===== src/rtl/be_lsu_pkg.sv =====
package be_lsu_pkg;

   // bit 0: store, bit 1: byte size
   typedef enum logic [1:0] {
      LSU_WORD_LD = 2'b00,
      LSU_WORD_ST = 2'b01,
      LSU_BYTE_LD = 2'b10,
      LSU_BYTE_ST = 2'b11
   } lsu_op_e;

   localparam int unsigned LSU_BYTE_W = 8;

   function automatic logic op_is_store(input lsu_op_e op);
      return op[0];
   endfunction

   function automatic logic op_is_byte(input lsu_op_e op);
      return op[1];
   endfunction

endpackage


===== src/rtl/lsu_align_chk.sv =====
module lsu_align_chk #(
   parameter int unsigned OFF_W = 2
) (
   input  logic             valid,
   input  logic             is_byte,
   input  logic [OFF_W-1:0] offset,
   output logic             misaligned
);
   // a full-width access must start on a word boundary
   always_comb begin
      misaligned = valid && !is_byte && (offset != '0);
   end
endmodule


===== src/rtl/lsu_store_path.sv =====
module lsu_store_path #(
   parameter int unsigned DATA_W = 32,
   parameter int unsigned LANES  = DATA_W / 8,
   parameter int unsigned OFF_W  = $clog2(LANES)
) (
   input  logic              wr_en,
   input  logic              is_byte,
   input  logic [OFF_W-1:0]  offset,
   input  logic [DATA_W-1:0] src,
   output logic [LANES-1:0]  be,
   output logic [DATA_W-1:0] data
);
   localparam int unsigned BW = be_lsu_pkg::LSU_BYTE_W;

   // lane i (byte offset i) sits in the i-th byte from the top
   for (genvar i = 0; i < LANES; i++) begin : g_lane
      localparam int unsigned HI = DATA_W - 1 - BW * i;
      logic hit;
      assign hit                = (offset == OFF_W'(i));
      assign be[LANES-1-i]      = wr_en && (!is_byte || hit);
      assign data[HI -: BW]     = is_byte ? src[BW-1:0] : src[HI -: BW];
   end
endmodule


===== src/rtl/lsu_load_path.sv =====
module lsu_load_path #(
   parameter int unsigned DATA_W   = 32,
   parameter int unsigned LANES    = DATA_W / 8,
   parameter int unsigned OFF_W    = $clog2(LANES),
   parameter bit          SIGN_EXT = 1'b1
) (
   input  logic              is_byte,
   input  logic [OFF_W-1:0]  offset,
   input  logic [DATA_W-1:0] rdata,
   output logic [DATA_W-1:0] result
);
   localparam int unsigned BW = be_lsu_pkg::LSU_BYTE_W;

   logic [BW-1:0]     lane_q [LANES];
   logic [BW-1:0]     picked;
   logic [DATA_W-1:0] widened;

   for (genvar i = 0; i < LANES; i++) begin : g_split
      assign lane_q[i] = rdata[DATA_W - 1 - BW * i -: BW];
   end

   assign picked = lane_q[offset];

   if (SIGN_EXT) begin : g_sext
      assign widened = {{(DATA_W-BW){picked[BW-1]}}, picked};
   end else begin : g_zext
      assign widened = {{(DATA_W-BW){1'b0}}, picked};
   end

   assign result = is_byte ? widened : rdata;
endmodule


===== src/rtl/be_lsu.sv =====
module be_lsu #(
   parameter int unsigned ADDR_W   = 32,
   parameter int unsigned DATA_W   = 32,
   parameter bit          SIGN_EXT = 1'b1
) (
   input  logic                 clk,
   input  logic                rst_n,
   input  logic                req_valid,
   input  logic [1:0]          req_op,
   input  logic [ADDR_W-1:0]   req_addr,
   input  logic [DATA_W-1:0]   req_wdata,
   output logic                mem_req,
   output logic                mem_wr,
   output logic [ADDR_W-1:0]   mem_addr,
   output logic [DATA_W/8-1:0] mem_be,
   output logic [DATA_W-1:0]   mem_wdata,
   output logic                misalign,
   input  logic [DATA_W-1:0]   mem_rdata,
   output logic                ld_valid,
   output logic [DATA_W-1:0]   ld_data
);
   import be_lsu_pkg::*;

   localparam int unsigned LANES = DATA_W / LSU_BYTE_W;
   localparam int unsigned OFF_W = $clog2(LANES);

   if ((DATA_W % LSU_BYTE_W) != 0 || LANES < 2 || (LANES & (LANES - 1)) != 0)
   begin : g_bad_width
      $error("be_lsu: DATA_W must be a power-of-two count of bytes, at least two");
   end
   if (ADDR_W <= OFF_W) begin : g_bad_addr
      $error("be_lsu: ADDR_W too narrow for the byte offset");
   end

   // decode of the incoming request
   lsu_op_e             op;
   logic                is_st, is_byte, bad_align, go;
   logic [OFF_W-1:0]    off;
   logic [LANES-1:0]    be_nxt;
   logic [DATA_W-1:0]   wd_nxt;

   assign op      = lsu_op_e'(req_op);
   assign is_st   = op_is_store(op);
   assign is_byte = op_is_byte(op);
   assign off     = req_addr[OFF_W-1:0];
   assign go      = req_valid && !bad_align;

   lsu_align_chk #(.OFF_W(OFF_W)) u_align (
      .valid      (req_valid),
      .is_byte    (is_byte),
      .offset     (off),
      .misaligned (bad_align)
   );

   lsu_store_path #(.DATA_W(DATA_W), .LANES(LANES), .OFF_W(OFF_W)) u_store (
      .wr_en   (go && is_st),
      .is_byte (is_byte),
      .offset  (off),
      .src     (req_wdata),
      .be      (be_nxt),
      .data    (wd_nxt)
   );

   // stage 1: memory request
   logic             s1_byte;
   logic [OFF_W-1:0] s1_off;

   always_ff @(posedge clk) begin
      if (!rst_n) begin
         mem_req   <= 1'b0;
         mem_wr    <= 1'b0;
         mem_be    <= '0;
         misalign  <= 1'b0;
         mem_addr  <= '0;
         mem_wdata <= '0;
         s1_byte   <= 1'b0;
         s1_off    <= '0;
      end else begin
         mem_req   <= go;
         mem_wr    <= go && is_st;
         mem_be    <= be_nxt;
         misalign  <= bad_align;
         mem_addr  <= {req_addr[ADDR_W-1:OFF_W], {OFF_W{1'b0}}};
         mem_wdata <= wd_nxt;
         s1_byte   <= is_byte;
         s1_off    <= off;
      end
   end

   // stage 2: read return
   logic             s2_byte;
   logic [OFF_W-1:0] s2_off;

   always_ff @(posedge clk) begin
      if (!rst_n) begin
         ld_valid <= 1'b0;
         s2_byte  <= 1'b0;
         s2_off   <= '0;
      end else begin
         ld_valid <= mem_req && !mem_wr;
         s2_byte  <= s1_byte;
         s2_off   <= s1_off;
      end
   end

   lsu_load_path #(
      .DATA_W(DATA_W), .LANES(LANES), .OFF_W(OFF_W), .SIGN_EXT(SIGN_EXT)
   ) u_load (
      .is_byte (s2_byte),
      .offset  (s2_off),
      .rdata   (mem_rdata),
      .result  (ld_data)
   );
endmodule


===== config.mk =====
export PLATFORM = sky130hd
export DESIGN_NAME = be_lsu
export DESIGN_NICKNAME = d
export VERILOG_FILES = /design/src/rtl/be_lsu_pkg.sv /design/src/rtl/lsu_align_chk.sv /design/src/rtl/lsu_store_path.sv /design/src/rtl/lsu_load_path.sv /design/src/rtl/be_lsu.sv
export SDC_FILE = /design/constraint.sdc
export NUM_CORES = 1
export LEC_CHECK = 0
export BUFFER_PORTS_ARGS = -buffer_cell sky130_fd_sc_hd__buf_2
export CAP_MARGIN = 30
export CORE_MARGIN = 5
export CORE_UTILIZATION = 29
export DETAILED_ROUTE_END_ITERATION = 7
export GPL_TIMING_DRIVEN = 1
export PLACE_DENSITY = 0.64
export SYNTH_ARGS = -nofsm -noshare
export SYNTH_HDL_FRONTEND = slang
export SYNTH_SLANG_ARGS = --single-unit
export TNS_END_PERCENT = 1

===== constraint.sdc =====
create_clock -name clk -period 1.3 [get_ports clk]
set_input_delay 0 -clock clk [delete_from_list [all_inputs] [get_ports clk]]
set_output_delay 0 -clock clk [all_outputs]
set_load 0.01 [all_outputs]

==> impl_results.md, run 1 <==
- Share of cells above drive strength 1: 48.2%
- Slowest cell on crit path: dfxtp_4
- Critical path class: reg -> out
- Skew-Pair Late Insertion Delay: 0.32 ns
- WL/cell: 15.9 µm
- Sequential fraction of the synthesis area: 46.3%
- Fmax: 627 MHz
- CP startpoint kind: flip-flop
- First-pass GRT wire length: 17000 µm
- Final setup margin: -0.294 ns
- Clock Tree Buf Depth: 2
- Core ar.: 11000 µm²
- Hpwl dp: 7770 µm
- N_diodes: 0
- Cell family with most CP delay: flip-flops
- Pwr Total: 0.00605 W
- Die Ht: 116 µm
- Worst-path clk slew: 0.06 ns
- Period utilization: 123%
- P per Cell Area: 1100 nW/µm²
- CTS tree: done
- Clk sinks: 76
- Crit path time final: 1.59 ns
- Cell Rows: 38
- I/O pins: 205
- Drt pass-1 iters: 5
- DRT iter0 DRCs: 270
- Leading post-synthesis cells by cell area: dfxtp_1, nand2b_1, o221ai_2
- Mapped cell area: 3290 µm²
- Number of synthesized flops with an enable pin: 0
- CP max FO: 8
- Routed vias/inst: 4.62
- Worst EP arrival: 1.59 ns
- Seq cells post-synth: 76
- Clk Tree Root Cell: clkbuf_16
- Synth cell types: 31
- Die width: 116 µm
- Vias post-DR: 3332
- # DRC: 0
- Final setup vio count: 32
- Antenna violations before repair: 0
- CTS buffer count: 9
- Syn Area/Cell: 10.8 µm²
- Vias in the first global route: 3460
- Fraction of registers with async set/reset: 0%
- Most frequent cell after synthesis: dfxtp_1
- Warnings from Yosys: 0
- Status: complete, but fails checks
- GRT Total Usage: 16.2%
- Synth Flop Type: dfxtp_1
- Gate Count Post-Synth: 304
- Slew Viols, Final: 0
- Pin count of the biggest net entering global routing: 26
- Clk_skew: 0.00189 ns
- GRT overflow: 0
- Leakage Power: 2.59 nW
- Worst Setup End Kind: primary output
- Critical Path RT: 1.30 ns
- Total Wirelength: 11500 µm
- Layout area overhead: 68.0%
- Synth top cells by count: dfxtp_1, nand2b_1, and2_1
- Worst VDD drop: 914 µV
- ANT nets after route: 0
- Fin nets: 677
- Starting density of the core: 29.9%
- Post-Route Setup TNS: -7.80 ns
- Share of the synthesized area in the top cell type: 46.3%
- Gpl congestion: 0.887
- Biggest cell delay along the critical path: 0.42 ns
- Failing checks: negative setup slack
- Final Hold Viols: 0
- Crit-path cells: mux2i_4 > buf_6 > o221ai_1 > buf_2
- PortBufs: 202
- Top cell type by total area after synthesis: dfxtp_1
- Die Area: 13600 µm²
- Worst Path Buf+Inv: 2
- H-tree Lvls: 3
- Max_cap viols: 0
- Finished Core Util: 50.3%
- Hold Crit Class: in -> reg
- RSZ-0062 raised after global routing: true
-- flip-flops by register name, indices dropped and copies added, names as in the netlist --
register,flops
mem_be,4
mem_wdata,32
s2_off,2
s2_byte,1
mem_wr,1
mem_addr,30
misalign,1
s1_off,2
mem_req,1
s1_byte,1
ld_valid,1
-- placed cells by master (no fill, tap or decap), types with 2 or more instances in the layout --
| cell | n |
|---|---|
| o221ai_2 | 23 |
| dlygate4sd3_1 | 67 |
| clkbuf_1 | 2 |
| buf_4 | 11 |
| and4bb_2 | 4 |
| dfxtp_4 | 2 |
| mux2i_1 | 7 |
| o221ai_1 | 2 |
| inv_1 | 7 |
| a21boi_0 | 21 |
| and2_1 | 44 |
| conb_1 | 2 |
| nor2_1 | 2 |
| buf_2 | 202 |
| nand2b_1 | 52 |
| nand2_1 | 10 |
| dfxtp_1 | 73 |
| buf_12 | 3 |
| a221oi_2 | 6 |
| clkinv_2 | 3 |
| buf_6 | 6 |
| clkbuf_16 | 9 |
| mux2i_4 | 2 |
| a211oi_1 | 3 |
| a21boi_1 | 3 |
| and4bb_1 | 3 |
-- stage by stage --
| stage | cell area (µm²) | hold slack, ns | std cells | worst slack [ns] |
|---|---|---|---|---|
| finish | 5520 | 0.0899 | 721 | -0.294 |
| global route | 5520 | 0.101 | 721 | -0.342 |
| CTS | 5440 | 0.0329 | 717 | -0.284 |
| detailed placement | 4450 | 0.210 | 634 | -0.0781 |
| global placement | 4450 | 0.205 | 634 | -0.0331 |
| floorplan | 3290 | 0.0768 | 305 | 0.192 |
-- worst paths after layout --
check | endpoint | depth (start not counted) | startpoint | slack (ns)
setup / recovery | ld_data[9] | 4 | s2_off[1] | -0.29
hold / removal | mem_wdata[9] | 2 | rst_n | 0.09
setup reg to reg | ld_valid | 1 | mem_wr | 0.65
hold reg to reg | s2_off[0] | 1 | s1_off[0] | 0.44
-- report_power, final --
group	total (W)	switching (W)	internal [W]
Combinational	0.00115	0.000542	0.000613
Sequential	0.00250	0.0000415	0.00245
Clock	0.00240	0.000922	0.00148
Total	0.00605	0.00151	0.00454
-- kinds of logic after synthesis --
family | share of synthesized area (%)
muxes | 3.24
and+or+nand+nor | 23.4
buffers and inverters | 6.28
AOI/OAI and AO/OA | 20.6
DFF | 46.3
other | 0.114
-- metal layers --
layer  track usage, %  up-vias  wire [µm]
li1                 -     1586          -
met1             17.2     1511       4050
met2             27.0      204       5470
met3             6.89       31       1520
met4             8.82        0        437
met5                0        -          0
-- cell type report --
| class | count | area, µm² |
|---|---|---|
| Clock buffer | 11 | 233 |
| Clock inverter | 5 | 52.6 |
| Fill cell | 946 | 5460 |
| Inverter | 7 | 26.3 |
| Multi-Input combinational cell | 193 | 1610 |
| Sequential cell | 76 | 1530 |
| Tap cell | 140 | 175 |
| Timing Repair Buffer | 289 | 1890 |
-- what timing repair did --
item | 4_1_cts | 5_1_grt
gates cloned | 0 | 2
pin swaps | 7 | 0
hold buffers | 66 | 1
endpoints found under the setup margin | 32 | 33
endpoints found under the hold margin | 70 | 1
setup buffers | 1 | 1
resized for setup | 9 | 14
(Power assumes the default switching activity.)
==> run 2, diff against run 1 <==
Settings changed: RECOVER_POWER from default to 50.
==> run 2 against run 1 <==
Net effect: the run still ends with negative setup slack left; sequential share of layout area grew 0.10 points; non-clock buffer count is the same; maximum frequency grew 0.32%; largest power group unchanged; cell count is the same; power shrank 0.14%; register-to-register slack is essentially flat; first-iteration DRC count shrank 10%.
==> impl_results.md, run 2 (synthesized netlist as in run 1, its figures left out) <==
- N_diodes: 0
- Gate power share: 18.9%
- Layout filler cell count: 955
- Multi-input gate area: 1610 µm²
- Hold slack: 0.126 ns
- Sw Pwr: 0.00151 W
- Clk_skew: 0.00265 ns
- Cell Rows: 38
- # DRC: 0
- Failing checks: negative setup slack
- Switching share of power: 25.0%
- CP max FO: 8
- Worst slew margin: 49.6%
- Top Registers: mem_wdata: 32 flops, mem_addr: 30 flops, mem_be: 4 flops
- Final setup margin: -0.289 ns
- WL/cell: 15.9 µm
- Final setup vio count: 32
- Layout Cells excl Fill: 721
- Starting density of the core: 29.9%
- Max_cap viols: 0
- Clk Tree Root Cell: clkbuf_16
- Fmax: 629 MHz
- Reg area: 1530 µm²
- ANT nets after route: 0
- Skew-Pair Late Insertion Delay: 0.33 ns
- Drt pass-1 iters: 4
- Hold Crit Class: in -> reg
- P per Cell Area: 1100 nW/µm²
- Fin nets: 677
- CTS tree: done
- Die width: 116 µm
- CTS buffer count: 9
- Clock Power Share: 39.7%
- H-tree Lvls: 3
- Status: complete, but fails checks
- Finished Core Util: 50.1%
- Period utilization: 122%
- Pint: 0.00453 W
- Clock Tree Buf Depth: 2
- Die Area: 13600 µm²
- PortBufs: 202
- Slowest cell on crit path: dfxtp_4
- Most common cell after layout, fill and taps aside: buf_2
- CP startpoint kind: flip-flop
- Leakage Power: 2.54 nW
- Core ar.: 11000 µm²
- Routed vias/inst: 4.60
- Hpwl dp: 7770 µm
- Die Ht: 116 µm
- Worst EP arrival: 1.59 ns
- Crit-path cells: mux2i_4 > buf_6 > o221ai_1 > buf_2
- Antenna violations before repair: 0
- Worst Setup End Kind: primary output
- I/O pins: 205
- Crit path time final: 1.59 ns
- GRT overflow: 0
- Slew Viols, Final: 0
- Total Wirelength: 11500 µm
- Worst-margin pin slew: 0.756 ns
- Vias in the first global route: 3460
- Placed cell count: 634
- Critical Path RT: 1.30 ns
- Share of cells above drive strength 1: 46.5%
- Vias post-DR: 3315
- GRT Total Usage: 16.2%
- Critical path class: reg -> out
- Gpl congestion: 0.887
- Biggest cell delay along the critical path: 0.42 ns
- Worst VDD drop: 923 µV
- First-pass GRT wire length: 17000 µm
- Most frequent cells in the layout: buf_2, dfxtp_1, dlygate4sd3_1
- Worst-path clk slew: 0.05 ns
- DRT iter0 DRCs: 242
- Most flop-heavy register: mem_wdata
- Max reg flops: 32
- Final Hold Viols: 0
- Reg power frac: 41.3%
- RSZ-0062 raised after global routing: true
- Clk sinks: 76
- Pin count of the biggest net entering global routing: 26
- Layout area overhead: 67.4%
==> run 2: cell count changes in the layout (fill, tap and decap cells not counted), sizes merged <==
cell / before / now
buf: 222 / 210
clkbuf: 11 / 23
==> run 2: layout make-up <==
class / count / area share (%)
flip-flops and latches: 76 / 27.8
repair buffers: 289 / 34.0
clock buffers: 11 / 4.23
multi-input cells: 193 / 29.3
well taps: 140 / 3.18
clock inverters: 5 / 0.955
inverters: 7 / 0.477
==> run 2: worst max-delay path, delay by kind of cell, from the launching register on <==
kind            cells  cell delay (ns)
flops               1             0.42
mux                 1             0.36
buf+inv             2             0.37
compound gates      1             0.12
==> run 2: final timing paths <==
| check | depth (start not counted) | slack [ns] | end | from |
|---|---|---|---|---|
| max | 4 | -0.29 | ld_data[9] | s2_off[1] |
| min | 3 | 0.13 | mem_wdata[14] | req_op[1] |
| max reg2reg | 1 | 0.65 | ld_valid | mem_wr |
| min reg2reg | 1 | 0.43 | s2_off[0] | s1_off[0] |
==> run 2: through the flow <==
stage	setup slack, ns	instance area (µm²)	TNS, ns	total power, W
after global placement	-0.0331	4450	-0.148	0.00348
after CTS	-0.284	5440	-7.17	0.00608
after global routing	-0.342	5500	-9.71	0.00634
after detailed placement	-0.0781	4450	-1.19	0.00349
after floorplan	0.192	3290	0	0.00305
final	-0.289	5500	-7.79	0.00604
==> run 2: what timing repair did <==
action | CTS | global route
hold buffers | 66 | 1
endpoints found under the setup margin | 32 | 33
endpoints found under the hold margin | 70 | 1
pin swaps | 7 | 0
resized for setup | 9 | 14
gates cloned | 0 | 2
setup buffers | 1 | 1
==> run 2: routing by layer <==
layer	up-vias	global-route usage, %	share of wire (%)
li1	1585	-	-
met1	1497	17.2	35
met2	200	27.0	48
met3	33	6.89	13
met4	0	8.82	3.9
met5	-	0	0
==> run 2: power groups by stage <==
stage               Combinational (W)  Clock [W]  Sequential, W
detailed placement           0.000949          0        0.00254
CTS                           0.00112    0.00247        0.00250
floorplan                    0.000447          0        0.00261
global placement             0.000935          0        0.00254
global route                  0.00124    0.00258        0.00251
finish                        0.00114    0.00240        0.00250
==> run 3, diff against run 2 <==
Settings changed: CTS_CLUSTER_DIAMETER from default to 40, SYNTH_HIERARCHICAL from default to 1.
==> run 3 against run 2 <==
Net effect: clock-buffer cell count fell by 2; utilization is 3.8 points lower; critical endpoint is now ld_data[7]; global-route usage down 2.6 points; sequential cell count unchanged; die area is 1.1% higher; the flow still finishes with violations (negative setup slack); maximum frequency up 3.7%.
==> impl_results.md, run 3 <==
- Status: complete, but fails checks
- Failing checks: negative setup slack
- Crit path time final: 1.53 ns
- Post-Route Setup TNS: -6.76 ns
- CTS tree: done
- PortBufs: 202
- Slowest cell on crit path: dfxtp_4
- Critical Path RT: 1.30 ns
- P per Cell Area: 1220 nW/µm²
- Most flop-heavy register: mem_wdata
- Syn Area/Cell: 9.66 µm²
- Worst-path clk slew: 0.06 ns
- H-tree Lvls: 3
- Synth cell types: 29
- Switching share of power: 23.7%
- Share of the synthesized area in the top cell type: 45.8%
- Final Hold Viols: 0
- Clock Tree Buf Depth: 2
- Seq cells post-synth: 76
- Final setup vio count: 32
- WL/cell: 13.1 µm
- Top Registers: mem_wdata: 32 flops, mem_addr: 30 flops, mem_be: 4 flops
- Period utilization: 118%
- Worst EP arrival: 1.53 ns
- Die width: 117 µm
- ANT nets after route: 0
- Leading post-synthesis cells by cell area: dfxtp_1, and2_1, o21ai_2
- Routed vias/inst: 4.25
- Final setup margin: -0.232 ns
- Multi-input gate area: 1320 µm²
- Hpwl dp: 6990 µm
- GRT overflow: 0
- Number of synthesized flops with an enable pin: 0
- CTS buffer count: 9
- First-pass GRT wire length: 14600 µm
- Fmax: 653 MHz
- Postcts setup bufs: 0
- Synth top cells by count: dfxtp_1, and2_1, inv_1
- Layout area overhead: 57.6%
- Leakage Power: 2.57 nW
- Skew-Pair Late Insertion Delay: 0.33 ns
- Max reg flops: 32
- Sw Pwr: 0.00151 W
- Clk sinks: 76
- Worst Setup End Kind: primary output
- Fraction of registers with async set/reset: 0%
- Vias post-DR: 3155
- Clk_skew: 0.00208 ns
- Hold slack: 0.0155 ns
- Die Area: 13700 µm²
- Drt pass-1 iters: 4
- Finished Core Util: 46.3%
- Cell Area, Placed: 4370 µm²
- Biggest cell delay along the critical path: 0.38 ns
- Design area: 5240 µm²
- Layout filler cell count: 1069
- Gate Count Post-Synth: 344
- Most common cell after layout, fill and taps aside: buf_2
- Clock Power Share: 44.7%
- Clk Tree Root Cell: clkbuf_16
- Top cell type by total area after synthesis: dfxtp_1
- Reg area: 1530 µm²
- CP max FO: 10
- Vias in the first global route: 3108
- Antenna violations before repair: 0
- Sequential fraction of the synthesis area: 45.8%
- Gate power share: 16.3%
- Pint: 0.00488 W
- Fin nets: 696
- Reg power frac: 39.0%
- N_diodes: 0
- Mapped cell area: 3320 µm²
- Cell Rows: 39
- Warnings from Yosys: 6
- CP startpoint kind: flip-flop
- Synth Flop Type: dfxtp_1
- Pin count of the biggest net entering global routing: 77
- Share of cells above drive strength 1: 35.7%
- GRT Total Usage: 13.6%
- Total Wirelength: 9750 µm
- RSZ-0062 raised after global routing: true
- Die Ht: 117 µm
- Place WS: -0.112 ns
- Hold Crit Class: in -> reg
- I/O pins: 205
- Most frequent cells in the layout: buf_2, and2_1, dfxtp_1
- Core ar.: 11300 µm²
- Starting density of the core: 29.4%
- Slew Viols, Final: 0
- Max_cap viols: 0
- Gpl congestion: 0.879
- Most frequent cell after synthesis: dfxtp_1
- Worst VDD drop: 825 µV
- Critical path class: reg -> out
- Crit-path cells: mux2i_2 > o22a_4 > buf_12 > o21ai_1 > buf_2
- DRT iter0 DRCs: 61
- # DRC: 0
-- run 3: cell count changes after synthesis, moves of 7 or more --
cell / change
a21boi_0: -21
a21o_1: +7
a221oi_2: -7
a22o_1: +7
and2_1: +30
buf_6: +10
clkbuf_1: -10
inv_1: +49
nand2b_1: -51
o21ai_2: +40
o221ai_2: -20
o22ai_1: +7
-- run 3: what timing repair did --
item,CTS,global route
endpoints found under the setup margin,32,36
cloned,0,1
hold endpoints to repair,55,3
gates resized for setup,6,3
hold buffers,55,1
pin swaps,1,1
-- run 3: area by class of cell --
| type | instances | share of cell area, % |
|---|---|---|
| clock buffer | 9 | 4.30 |
| sequential | 76 | 29.1 |
| inverter | 56 | 4.01 |
| multi-input combinational | 180 | 25.2 |
| tap | 143 | 3.41 |
| clock inverter | 7 | 2.32 |
| timing repair buffer | 272 | 31.6 |
-- run 3: power groups by stage --
stage	registers (W)	clock network, W	logic (W)
floorplan	0.00260	0	0.000474
global placement	0.00254	0	0.000919
detailed placement	0.00254	0	0.000935
CTS	0.00249	0.00295	0.00107
global route	0.00251	0.00303	0.00115
finish	0.00249	0.00286	0.00104
-- run 3: cells by family (layout without fill, tap and decap cells) --
family                 after synthesis  after routing  synth area share, %
flip-flops                          76             76                 45.8
other                                1              2                0.113
multiplexers                         9              9                 2.71
buffers and inverters               89            344                 14.8
AO/OA/AOI/OAI                       75             75                 18.3
AND/OR/NAND/NOR                     94             94                 18.3
-- run 3: per-stage QoR --
stage / power [W] / cells
global route: 0.00668 / 743
floorplan: 0.00308 / 345
global placement: 0.00345 / 669
finish: 0.00639 / 743
CTS: 0.00650 / 740
detailed placement: 0.00348 / 669
-- run 3: worst max-delay path: cells and delay by family, from the launching register on --
family	cells	cell delay, ns
buffers and inverters	2	0.30
flip-flops	1	0.38
multiplexers	1	0.24
AO/OA/AOI/OAI	2	0.29
-- run 3: layer usage --
metal | share of wire [%] | wire [µm] | track usage (%)
met1 | 37 | 3640 | 14.5
met2 | 49 | 4770 | 23.4
met5 | 0 | 0 | 0
met4 | 1.7 | 168 | 5.12
met3 | 12 | 1170 | 6.17
-- run 3: worst paths after layout --
check,startpoint,endpoint,slack [ns],cells after the start
setup / recovery,s2_off[1],ld_data[7],-0.23,5
hold / removal,req_wdata[15],mem_wdata[15],0.02,4
setup reg to reg,mem_wr,ld_valid,0.72,1
hold reg to reg,s1_byte,s2_byte,0.43,1
